$ cat config.mk
export PLATFORM = sky130hd
export DESIGN_NAME = mpy_unit
export DESIGN_NICKNAME = d
export VERILOG_FILES = /design/src/rtl/mpy_pkg.sv /design/src/rtl/mpy_array.sv /design/src/rtl/mpy_acc_path.sv /design/src/rtl/mpy_unit.sv
export SDC_FILE = /design/constraint.sdc
export NUM_CORES = 1
export LEC_CHECK = 0
export ABC_CLOCK_PERIOD_IN_PS = 14860
export BUFFER_PORTS_ARGS = -buffer_cell sky130_fd_sc_hd__buf_2
export CORE_ASPECT_RATIO = 0.7
export CORE_UTILIZATION = 57
export CTS_CLUSTER_SIZE = 8
export DETAILED_ROUTE_END_ITERATION = 10
export PLACE_DENSITY = 0.77
export RECOVER_POWER = 50
export SLEW_MARGIN = 25
export SYNTH_ARGS = -nofsm -noshare
export SYNTH_HDL_FRONTEND = slang
export SYNTH_SLANG_ARGS = --single-unit
$ cat constraint.sdc
create_clock -name clk -period 14.86 [get_ports clk]
set_clock_uncertainty 0.15 [all_clocks]
set_input_delay 2.972 -clock clk [delete_from_list [all_inputs] [get_ports clk]]
set_output_delay 2.972 -clock clk [all_outputs]
set_load 0.05 [all_outputs]
$ cat src/rtl/mpy_pkg.sv
package mpy_pkg;
  typedef enum logic [3:0] {
    OP_IDLE   = 4'd0,
    OP_LDT    = 4'd1,
    OP_MUL    = 4'd2,
    OP_MULI   = 4'd3,
    OP_ADDP   = 4'd4,
    OP_SUBP   = 4'd5,
    OP_LDACC  = 4'd6,
    OP_LTADD  = 4'd7,
    OP_LTMOVE = 4'd8
  } op_e;
endpackage

$ cat src/rtl/mpy_array.sv
module mpy_array #(
  parameter int DATA_W = 16,
  parameter int IMM_W  = 13,
  localparam int PROD_W = 2 * DATA_W
) (
  input  logic [DATA_W-1:0] mcand_i,
  input  logic [DATA_W-1:0] data_i,
  input  logic [IMM_W-1:0]  imm_i,
  input  logic              use_imm_i,
  output logic [PROD_W-1:0] prod_o
);
  logic [DATA_W-1:0] imm_ext;
  logic [DATA_W-1:0] mplier;

  generate
    if (IMM_W < DATA_W) begin : g_ext
      assign imm_ext = {{(DATA_W-IMM_W){imm_i[IMM_W-1]}}, imm_i};
    end else begin : g_trunc
      assign imm_ext = imm_i[DATA_W-1:0];
    end
  endgenerate

  assign mplier = use_imm_i ? imm_ext : data_i;

  logic signed [PROD_W-1:0] a_s;
  logic signed [PROD_W-1:0] b_s;
  logic signed [PROD_W-1:0] p_s;
  assign a_s    = PROD_W'($signed(mcand_i));
  assign b_s    = PROD_W'($signed(mplier));
  assign p_s    = a_s * b_s;
  assign prod_o = p_s;
endmodule

$ cat src/rtl/mpy_acc_path.sv
module mpy_acc_path
  import mpy_pkg::*;
#(
  parameter int ACC_W = 32
) (
  input  op_e              op_i,
  input  logic [ACC_W-1:0] acc_i,
  input  logic [ACC_W-1:0] p_i,
  output logic [ACC_W-1:0] acc_o,
  output logic             move_req_o
);
  always_comb begin
    acc_o      = acc_i;
    move_req_o = 1'b0;
    case (op_i)
      OP_ADDP, OP_LTADD: acc_o = acc_i + p_i;
      OP_LTMOVE: begin
        acc_o      = acc_i + p_i;
        move_req_o = 1'b1;
      end
      OP_SUBP:  acc_o = acc_i - p_i;
      OP_LDACC: acc_o = p_i;
      default:  acc_o = acc_i;
    endcase
  end
endmodule

$ cat src/rtl/mpy_unit.sv
module mpy_unit
  import mpy_pkg::*;
#(
  parameter int DATA_W = 16,
  parameter int IMM_W  = 13,
  localparam int PROD_W = 2 * DATA_W
) (
  input  logic              clk,
  input  logic              rst_n,
  input  logic [3:0]        op_i,
  input  logic [DATA_W-1:0] data_i,
  input  logic [IMM_W-1:0]  imm_i,
  input  logic [PROD_W-1:0] acc_i,
  output logic [DATA_W-1:0] t_o,
  output logic [PROD_W-1:0] p_o,
  output logic [PROD_W-1:0] acc_o,
  output logic              move_req_o
);
  op_e op_c;
  assign op_c = op_e'(op_i);

  logic [DATA_W-1:0] t_q, t_d;
  logic [PROD_W-1:0] p_q, p_d;
  logic              t_en, p_en;
  logic [PROD_W-1:0] prod;

  mpy_array #(.DATA_W(DATA_W), .IMM_W(IMM_W)) u_array (
    .mcand_i  (t_q),
    .data_i   (data_i),
    .imm_i    (imm_i),
    .use_imm_i(op_c == OP_MULI),
    .prod_o   (prod)
  );

  mpy_acc_path #(.ACC_W(PROD_W)) u_acc (
    .op_i      (op_c),
    .acc_i     (acc_i),
    .p_i       (p_q),
    .acc_o     (acc_o),
    .move_req_o(move_req_o)
  );

  // next-state
  always_comb begin
    t_en = (op_c == OP_LDT) || (op_c == OP_LTADD) || (op_c == OP_LTMOVE);
    p_en = (op_c == OP_MUL) || (op_c == OP_MULI);
    t_d  = data_i;
    p_d  = prod;
  end

  // registers
  always_ff @(posedge clk or negedge rst_n) begin
    if (!rst_n) begin
      t_q <= '0;
      p_q <= '0;
    end else begin
      if (t_en) t_q <= t_d;
      if (p_en) p_q <= p_d;
    end
  end

  assign t_o = t_q;
  assign p_o = p_q;

  AST_RESET_CLEAR: assert property (@(posedge clk) !rst_n |=> (t_q == '0 && p_q == '0));
  AST_T_LOAD: assert property (@(posedge clk) disable iff (!rst_n)
    (op_i == 4'd1) |=> (t_o == $past(data_i)));
  AST_P_HOLD: assert property (@(posedge clk) disable iff (!rst_n)
    (op_i != 4'd2 && op_i != 4'd3) |=> $stable(p_o));
  AST_MUL_ZERO: assert property (@(posedge clk) disable iff (!rst_n)
    (op_i == 4'd2 && data_i == '0) |=> (p_o == '0));
  AST_LOAD_ACC: assert property (@(posedge clk) disable iff (!rst_n)
    (op_i == 4'd6) |-> (acc_o == p_o));
  AST_MOVE_ADDS: assert property (@(posedge clk) disable iff (!rst_n)
    move_req_o |-> (acc_o == acc_i + p_o));
  AST_IDLE_PASS: assert property (@(posedge clk) disable iff (!rst_n)
    (op_i == 4'd0 || op_i > 4'd8) |-> (acc_o == acc_i && !move_req_o));
endmodule

==> results.json, run 1 <==
{
  "status": "finished, violations left",
  "violations": "design-rule violations, max-capacitance violations, max-slew violations",
  "crit_type": "in2reg",
  "syn2layout_area_growth_pct": 7.49,
  "diodes": 0,
  "setup_violations": 0,
  "coreArea_sq_mm": 0.0249,
  "initial_core_util": 0.586,
  "drv_slew": 35,
  "firstDrtPassIters": 11,
  "vias": 12400,
  "worst_pin_slew_ns": 1.95,
  "cts_tree": "yes",
  "ys_ff_latch": 48,
  "max_freq_mhz": 91.7,
  "hpwlAfterDp_microns": 31900,
  "die_area_sq_mm": 0.0263,
  "post_cts_resized": 0,
  "wl_met3_microns": 2500,
  "start_kind": "primary input",
  "fillers": 2154,
  "ant_nets": 0,
  "synth-main-ff-cell": "dfrtp_1",
  "fin_setup_tns_ns": 0,
  "viasPerCell": 5.81,
  "synthesis.nets": 2148,
  "wl_met2_microns": 18400,
  "syn_avg_cell_area_sq_um": 8.57,
  "cts_sinks": 48,
  "grt_pass1_vias": 12500,
  "critPathArrivalTime_ns": 10.94,
  "final_nets": 2248,
  "synth.distinct_cells": 68,
  "fin_util": 0.630,
  "setup_slack_ns": 3.95,
  "dr.first_iter.drc_count": 929,
  "critPathCaptureType": "flip-flop",
  "hold_ws_ns": 0.413,
  "drt-total-wl_microns": 38700,
  "rows": 48,
  "dp_slack_ns": 3.80,
  "insertion_delay_ns": 0.32,
  "finalHoldViolations": 0,
  "met1_length_microns": 17100,
  "io_buffers": 147,
  "hold_class": "reg2reg",
  "grt_max_degree": 58,
  "synth_top_cell_by_area": "fa_1",
  "max_cap_viol_count": 1,
  "drive_above_1_share": 0.0942,
  "top_layer": "met4",
  "synth_edf_count": 0,
  "numCtsBuffers": 5,
  "netlist_area_sq_mm": 0.0146,
  "ys_seq_area_frac": 0.0822,
  "rsz0062_at_grt": "no",
  "syn_inst": 1704,
  "hold_buffers": 0,
  "root_buffer": "clkbuf_16",
  "grt-ovfl-total": 0,
  "worst_ep_required_time_ns": 14.89,
  "synthTopCellsByArea": "fa_1 36%, ha_1 9.8%, dfrtp_1 8.2%, inv_1 8.1%, nand2_1 5.9%",
  "critPathMaxFanout": 18,
  "netlist.area_leader.share": 0.360,
  "cts_buffer_depth": 2,
  "synthArstFlopShare": 1.00,
  "grt_use_total": 0.308,
  "clk_pin_slew_ns": 0.07,
  "drc": 7,
  "relSlewSlack": -0.298,
  "globalplace.congestion": 0.955,
  "cts-htree-levels": 2,
  "ioPinCount": 148,
  "grt_pass1_wl_microns": 63800,
  "die_x_microns": 193,
  "fin_crit_ns": 10.91,
  "period_share": 0.734,
  "die_h_microns": 136,
  "antenna_found_initial": 0,
  "yosysWarningCount": 0,
  "routedWlPerCell_microns": 18.2,
  "cts_setup_buffers": 0
}
## cell type report
| class | instances | area [sq um] | share of cell area |
|---|---|---|---|
| timing repair buffer | 155 | 746 | 0.0475 |
| tap | 325 | 407 | 0.0259 |
| inverter | 314 | 1180 | 0.0751 |
| clock buffer | 6 | 139 | 0.00884 |
| multi-input combinational | 1280 | 12000 | 0.764 |
| clock inverter | 2 | 38.8 | 0.00247 |
| sequential | 48 | 1200 | 0.0765 |
## final timing paths
check                      slack, ns  startpoint       to  cells after the start
min reg2reg                     0.41     p_o[30]  p_o[30]                      2
max                             3.95     op_i[2]  p_o[30]                     26
min in group asynchronous       2.62       rst_n   t_o[7]                      1
min                             0.41     p_o[30]  p_o[30]                      2
max in group asynchronous       9.61       rst_n  p_o[20]                      2
max reg2reg                     7.97     t_o[10]  p_o[30]                     19
## registers in the layout, indices dropped and copies added (netlist names)
signal  cells
t_o        16
p_o        32
## through the flow
stage | cell area [sq um] | cells
final | 15700 | 2130
after global routing | 15700 | 2130
after CTS | 15800 | 2129
after detailed placement | 15600 | 2121
after global placement | 15600 | 2121
after floorplan | 14600 | 1704
## critical path: stages
cell      delay (ns)
buf_2           0.12
nor2_1          0.15
and2_1          0.64
nand2_1         0.64
nand2_1         0.22
nand2_1         0.32
and2_1          0.32
fa_1            0.51
inv_1           0.06
fa_1            0.47
inv_1           0.05
fa_1            0.49
inv_1           0.05
fa_1            0.53
inv_1           0.05
fa_1            0.49
fa_1            0.43
ha_1            0.39
a21o_1          0.20
a21oi_1         0.19
nor3b_1         0.28
a211oi_1        0.19
o31ai_1         0.67
a31oi_1         0.22
xnor2_1         0.18
o21ai_0         0.09
## logic make-up after synthesis
| kind of cell | synth area share |
|---|---|
| multiplexers | 0.0164 |
| flip-flops | 0.0822 |
| AND/OR/NAND/NOR | 0.174 |
| buffers and inverters | 0.0972 |
| XOR/XNOR | 0.0491 |
| adder cells (fa/ha/maj) | 0.458 |
| AO/OA/AOI/OAI | 0.124 |
## layout by cell type (no fill, tap or decap), types with 6 or more instances in the layout
| cell | n |
|---|---|
| o211ai_1 | 8 |
| mux2i_1 | 6 |
| nand4_1 | 7 |
| dfrtp_1 | 48 |
| nor2b_1 | 31 |
| xor2_1 | 34 |
| xnor2_1 | 46 |
| a31oi_1 | 10 |
| o31ai_1 | 12 |
| nor3_1 | 20 |
| and3_1 | 11 |
| or3_1 | 10 |
| nor2_1 | 72 |
| or2_2 | 6 |
| buf_2 | 113 |
| and2_1 | 93 |
| fa_1 | 263 |
| mux2_2 | 16 |
| o21ai_0 | 71 |
| a211oi_1 | 7 |
| clkbuf_1 | 36 |
| o21bai_1 | 6 |
| ha_1 | 114 |
| a22oi_1 | 27 |
| a21oi_1 | 53 |
| nand3_1 | 16 |
| nand2b_1 | 7 |
| buf_4 | 6 |
| o21a_1 | 15 |
| inv_1 | 314 |
| a21o_1 | 17 |
| nand2_1 | 229 |
## synth_stat cells (10+ instances only)
| library cell | instances |
|---|---|
| inv_1 | 314 |
| and3_1 | 11 |
| nor2b_1 | 31 |
| fa_1 | 263 |
| clkbuf_1 | 54 |
| a21oi_1 | 54 |
| or3_1 | 10 |
| nand3_1 | 16 |
| dfrtp_1 | 48 |
| and2_1 | 93 |
| nor2_1 | 74 |
| a22oi_1 | 27 |
| nand2_1 | 229 |
| xor2_1 | 34 |
| a31oi_1 | 10 |
| o21a_1 | 15 |
| nor3_1 | 20 |
| a21o_1 | 18 |
| mux2_2 | 16 |
| xnor2_1 | 46 |
| o31ai_1 | 11 |
| ha_1 | 114 |
| o21ai_0 | 71 |
## layer usage
metal	track usage	vias up
li1	-	5600
met2	0.506	448
met1	0.434	6270
met5	0	-
met4	0.0716	0
met3	0.0424	51
Power of run 1 is left out: the tool's default activity adds up to more than one toggle a clock period on the data nets, which glitch-free logic cannot reach.
==> run 2, diff against run 1 <==
--- a/config.mk
+++ b/config.mk
@@ -5,7 +5,7 @@
 export SDC_FILE = /design/constraint.sdc
 export NUM_CORES = 1
 export LEC_CHECK = 0
-export ABC_CLOCK_PERIOD_IN_PS = 14860
+export ABC_CLOCK_PERIOD_IN_PS = 11390
 export BUFFER_PORTS_ARGS = -buffer_cell sky130_fd_sc_hd__buf_2
 export CORE_ASPECT_RATIO = 0.7
 export CORE_UTILIZATION = 57
==> constraint.sdc (replaced) <==
create_clock -name clk -period 11.39 [get_ports clk]
set_clock_uncertainty 0.15 [all_clocks]
set_input_delay 2.278 -clock clk [delete_from_list [all_inputs] [get_ports clk]]
set_output_delay 2.278 -clock clk [all_outputs]
set_load 0.05 [all_outputs]
==> run 2 against run 1 <==
  * The flow still finishes with violations (design-rule violations, max-capacitance violations, max-slew violations)
  * Final area increased by 0.10%
  * Count of clock-buffer cells in the layout unchanged
  * Sequential cell count unchanged
  * Setup slack got worse by 2.2 ns
  * Non-clock buffer count increased by 3
  * Utilization increased by 0.065 points
  * Highest routed layer unchanged
==> results.json, run 2 (synthesis results as in run 1) <==
{
  "fin_setup_tns_ns": 0,
  "grt_use_total": 0.304,
  "finalHoldViolations": 0,
  "post_cts_resized": 0,
  "cts_tree": "yes",
  "cts-htree-levels": 2,
  "cts_sinks": 48,
  "coreArea_sq_mm": 0.0249,
  "largest_reg_flops": 32,
  "crit_type": "in2reg",
  "viasPerCell": 5.76,
  "vias": 12300,
  "regArea_sq_mm": 0.00120,
  "insertion_delay_ns": 0.32,
  "final_cell_mix": "314 x inv_1, 263 x fa_1, 229 x nand2_1",
  "drt-total-wl_microns": 38000,
  "drive_above_1_share": 0.0946,
  "rows": 48,
  "worst_pin_slew_ns": 3.11,
  "die_h_microns": 136,
  "grt-ovfl-total": 0,
  "violations": "design-rule violations, max-capacitance violations, max-slew violations",
  "drv_slew": 52,
  "critPathArrivalTime_ns": 9.68,
  "antenna_found_initial": 0,
  "ant_nets": 0,
  "diodes": 0,
  "mostFrequentLayoutCell": "inv_1",
  "critPathMaxFanout": 18,
  "max_freq_mhz": 104,
  "hold_class": "reg2reg",
  "start_kind": "primary input",
  "io_buffers": 147,
  "cts_buffer_depth": 2,
  "globalplace.congestion": 0.934,
  "drc": 7,
  "setup_violations": 0,
  "die_area_sq_mm": 0.0263,
  "status": "finished, violations left",
  "syn2layout_area_growth_pct": 7.60,
  "relSlewSlack": -1.09,
  "numCtsBuffers": 5,
  "dr.first_iter.drc_count": 890,
  "grt_pass1_vias": 12700,
  "hpwlAfterDp_microns": 31700,
  "final_nets": 2251,
  "rsz0062_at_grt": "no",
  "die_x_microns": 193,
  "root_buffer": "clkbuf_16",
  "grt_pass1_wl_microns": 63400,
  "grt_max_degree": 57,
  "fin_crit_ns": 9.65,
  "worst_ep_required_time_ns": 11.42,
  "period_share": 0.847,
  "multi_input_area_sq_mm": 0.0120,
  "routedWlPerCell_microns": 17.8,
  "fillers": 2178,
  "initial_core_util": 0.586,
  "cts_setup_buffers": 0,
  "hold_buffers": 0,
  "clk_pin_slew_ns": 0.07,
  "max_cap_viol_count": 2,
  "ioPinCount": 148,
  "firstDrtPassIters": 11,
  "critPathCaptureType": "flip-flop"
}
run 2: cell types whose count changed in the layout (fill, tap and decap cells not counted), sizes merged:
cell,previous run,this run
buf,119,122
run 2: critical path: stages:
cell,delay [ns]
buf_2,0.12
nor2_1,0.14
and2_1,0.14
buf_4,0.24
nand2_1,0.47
nand2_1,0.20
nand2_1,0.33
and2_1,0.32
fa_1,0.53
inv_1,0.05
fa_1,0.47
inv_1,0.05
fa_1,0.50
inv_1,0.06
fa_1,0.52
inv_1,0.05
fa_1,0.50
fa_1,0.43
ha_1,0.38
a21o_1,0.19
a21oi_1,0.16
nor3b_1,0.27
a211oi_1,0.20
o31ai_1,0.58
a31oi_1,0.22
xnor2_1,0.18
o21ai_0,0.09
run 2: per-layer routing:
metal	global-route usage	vias to the layer above	routed length, microns
met3	0.0407	59	2530
li1	-	5608	-
met1	0.420	6171	16500
met4	0.0822	0	782
met2	0.506	444	18100
met5	0	-	0
run 2: path summary, 6_finish.rpt:
path / startpoint / to / slack [ns] / depth (start not counted)
max: op_i[2] / p_o[28] / 1.74 / 27
min: p_o[30] / p_o[30] / 0.41 / 2
max reg2reg: t_o[10] / p_o[28] / 4.60 / 19
min reg2reg: p_o[30] / p_o[30] / 0.41 / 2
max in group asynchronous: rst_n / p_o[30] / 6.83 / 2
min in group asynchronous: rst_n / t_o[7] / 1.94 / 1
run 2: layout make-up:
class / instances / share of cell area
clock buffer: 6 / 0.00884
clock inverter: 2 / 0.00247
timing repair buffer: 158 / 0.0489
multi-input combinational: 1280 / 0.763
sequential: 48 / 0.0764
inverter: 314 / 0.0750
tap: 325 / 0.0259
run 2: through the flow:
step                hold slack (ns)  utilization  cell area [sq um]  cells  setup WS, ns
global route                  0.465        0.631              15700   2133          1.31
global placement              0.389        0.626              15600   2125          1.64
detailed placement            0.396        0.626              15600   2125          1.52
CTS                           0.413        0.633              15800   2133          1.81
floorplan                     0.629            -              14600   1704          2.49
finish                        0.413        0.631              15700   2133          1.74
Power of run 2 is left out for the same reason.
